**config.mk**
```make
export PLATFORM = sky130hd
export DESIGN_NAME = pause_nmi_sync
export DESIGN_NICKNAME = d
export VERILOG_FILES = /design/src/rtl/pause_nmi_sync.sv
export SDC_FILE = /design/constraint.sdc
export NUM_CORES = 1
export LEC_CHECK = 0
export BUFFER_PORTS_ARGS = -buffer_cell sky130_fd_sc_hd__buf_4
export CORE_AREA = 8 8 45 47
export CTS_CLUSTER_DIAMETER = 100
export CTS_CLUSTER_SIZE = 40
export DETAILED_ROUTE_END_ITERATION = 10
export DIE_AREA = 0 0 53 55
export PLACE_DENSITY_LB_ADDON = 0.25
export SLEW_MARGIN = 20
export SYNTH_ARGS = -nofsm -noshare
export SYNTH_HDL_FRONTEND = slang
export SYNTH_SLANG_ARGS = --single-unit
```
**constraint.sdc**
```tcl
create_clock -name clk -period 1.1 [get_ports clk]
set_input_delay 0.055 -clock clk [delete_from_list [all_inputs] [get_ports clk]]
set_output_delay 0.055 -clock clk [all_outputs]
set_load 0.02 [all_outputs]
```
**src/rtl/pause_nmi_sync.sv**
```systemverilog
module pause_nmi_sync #(
  parameter int LINES_PER_FRAME = 262,
  parameter int LINE_W          = 9,
  parameter int HPOS_W          = 10,
  parameter int UPD_HPOS        = 611
) (
  input  logic              clk,
  input  logic              rst_n,
  input  logic              btn_raw,
  input  logic [LINE_W-1:0] line_num,
  input  logic [HPOS_W-1:0] hpos,
  output logic              nmi_n
);
  localparam logic [LINE_W-1:0] PRE_LINE = LINE_W'(LINES_PER_FRAME - 2);
  localparam logic [HPOS_W-1:0] EDGE_POS = HPOS_W'(UPD_HPOS);

  logic btn_s1, btn_s2, at_edge, at_edge_q, take;

  assign at_edge = (line_num == PRE_LINE) && (hpos == EDGE_POS);
  assign take    = at_edge && !at_edge_q;

  always_ff @(posedge clk) begin
    if (!rst_n) begin
      btn_s1    <= 1'b0;
      btn_s2    <= 1'b0;
      at_edge_q <= 1'b0;
      nmi_n     <= 1'b1;
    end else begin
      btn_s1    <= btn_raw;
      btn_s2    <= btn_s1;
      at_edge_q <= at_edge;
      if (take) nmi_n <= !btn_s2;
    end
  end
endmodule


```
==> impl_metrics.json <==
{
  "cap_violations": 0,
  "r2r_setup_slack_ns": 0.07,
  "holdWs_ns": 0.0305,
  "clockBufferDepth": 2,
  "synth-seq-area-share": 0.405,
  "r2r-start": "at_edge_q",
  "min-delay-start": "btn_raw",
  "clk_pin_slew_worst_paths_ns": 0.04,
  "max_slew.worst_pin.slew_ns": 0.226,
  "period_minus_slack_ns": 1.05,
  "rsz0062_at_grt": "true",
  "setup_viol": 0,
  "reg2reg_depth": 2,
  "synth_flop_cell": "dfxtp_1",
  "max_freq_mhz": 952,
  "synth_edf_count": 0,
  "ys_warn_count": 0,
  "routedWlPerCell_um": 12.6,
  "endpoint": "nmi_n",
  "p_total_mw": 0.430,
  "grt_usage": 0.0596,
  "crit_path_end_kind": "flip-flop",
  "firstDrtPassIters": 3,
  "ys_async_sr_fraction": 0,
  "cts.sink_count": 4,
  "critical_path.startpoint_type": "primary input",
  "cts_made_buffers": 3,
  "yosysTopAreaCellShare": 0.405,
  "drt-total-wl_um": 766,
  "cp_max_fo": 2,
  "maxSlewHeadroom": 0.847,
  "core_sq_um": 1380,
  "cts_max_level": 1,
  "grt_max_degree": 6,
  "pre_cts_ws_ns": -0.269,
  "clk_latency_ns": 0.23,
  "min_period_over_period": 0.955,
  "worstSetupStartpoint": "hpos[4]",
  "dp_hpwl_um": 604,
  "antennaDiodeCount": 0,
  "grt_overflow": 0,
  "die_h_um": 55,
  "hold_class": "in2reg",
  "postSynthAreaPerCell_sq_um": 11.6,
  "synth_cells": 17,
  "floorplan.rows": 14,
  "die-area_sq_um": 2920,
  "p_leak_nw": 0.215,
  "crit_type": "in2reg",
  "yosys-top-cells-count": "4 x dfxtp_1, 2 x and2_1, 2 x nand2b_1, 2 x nor4b_2, 2 x nor4bb_1",
  "gp_congestion": 0.713,
  "finalHoldViolCount": 0,
  "synth.ff_latch_count": 4,
  "fin_skew_ns": 0.00368,
  "setup_tns_ns": 0,
  "ant_nets": 0,
  "antenna_found_initial": 0,
  "viasPerCell": 4.16,
  "synthTopCellsByArea": "dfxtp_1 41%, nor4b_2 15%, nor4bb_1 10%, and2_1 6.3%, nand2b_1 6.3%",
  "setup_slack_ns": 0.0494,
  "r2r_end": "nmi_n",
  "slew_viol_final": 0,
  "cts-root-buf": "clkbuf_4",
  "worstPathArrival_ns": 1.17,
  "grt_pass1_wl_um": 1230,
  "critPathRequiredTime_ns": 1.22,
  "start_util": 0.143,
  "synth_nets": 39,
  "drt_iter0_drc": 2,
  "boundaryPins": 23,
  "cts_tree": "done",
  "powerDensity_nw_per_um2": 878,
  "nNetsFinal": 69,
  "drc": 0,
  "drive_gt1_frac": 0.689,
  "io_buffers": 22,
  "grt_pass1_vias": 273,
  "ys_types": 10,
  "yosysTopAreaCell": "dfxtp_1",
  "synth_area_sq_um": 198,
  "vdd_drop_max_v": 0.000505,
  "dieWidth_um": 53,
  "synth.most_common_cell": "dfxtp_1",
  "vias": 254,
  "area_growth_pct": 147,
  "outcome": "finished, final reports clean"
}
[per-layer routing]
layer | global-route usage | up-vias | wire length [um]
met4 | 0.0259 | 0 | 0
met5 | 0 | - | 0
met3 | 0.0749 | 0 | 199
met2 | 0.0742 | 22 | 261
li1 | - | 123 | -
met1 | 0.0564 | 109 | 305
[through the flow]
step,utilization,instances,area (sq um)
final,0.354,61,489
after global routing,0.354,61,489
after CTS,0.344,61,477
after detailed placement,0.282,56,390
after global placement,0.282,56,390
after floorplan,-,17,198
[flip-flops by register name (all words and copies together) (netlist names)]
register	count
btn_s2	1
nmi_n	1
btn_s1	1
at_edge_q	1
[cell families (layout without fill, tap and decap cells)]
| family | count (synthesis) | in the layout | synth area share |
|---|---|---|---|
| and+or+nand+nor | 12 | 12 | 0.538 |
| DFF | 4 | 4 | 0.405 |
| muxes | 1 | 1 | 0.0570 |
| buffers and inverters | 0 | 28 | 0 |
[layout by cell type, fill, tap and decap left out]
cell type       n
buf_6           7
clkbuf_4        3
nor4_2          1
nand2_1         1
and2_1          2
nand2b_1        2
nor4bb_1        1
buf_4          17
dfxtp_1         4
nand4_1         1
nor4b_1         1
mux2_1          1
nor4b_4         2
nor4bb_4        1
dlygate4sd3_1   1
[area by class of cell]
cell class,instances,area [sq um]
sequential,4,80.1
clock buffer,3,22.5
timing repair buffer,25,216
tap,16,20.0
fill,145,895
multi-input combinational,13,150
[report_power, final]
part	internal [mW]	switching, mW
clock	0.122	0.0610
sequential	0.149	0.000573
combinational	0.0731	0.0237
[worst min-delay path by stage]
stage | to | slack (ns) | cells after the start
after floorplan | at_edge_q | 0.13 | 1
after global placement | at_edge_q | 0.24 | 2
after detailed placement | at_edge_q | 0.24 | 2
after CTS | btn_s1 | 0.02 | 2
after global routing | btn_s1 | 0.02 | 2
final | btn_s1 | 0.03 | 2
[worst max-delay path, cell delays in order]
cell and delay, ns:
buf_4 0.11, nor4bb_1 0.25, nand4_1 0.17, nor4_2 0.25
mux2_1 0.34
[what timing repair did]
action / in CTS / in global routing
hold buffers: 1 / 0
resized for setup: 9 / 2
hold endpoints to repair: 1 / 0
buffers inserted: 1 / 0
pin swaps: 6 / 3
endpoints found under the setup margin: 1 / 2
Note: power is estimated with default switching activity, not from simulation.
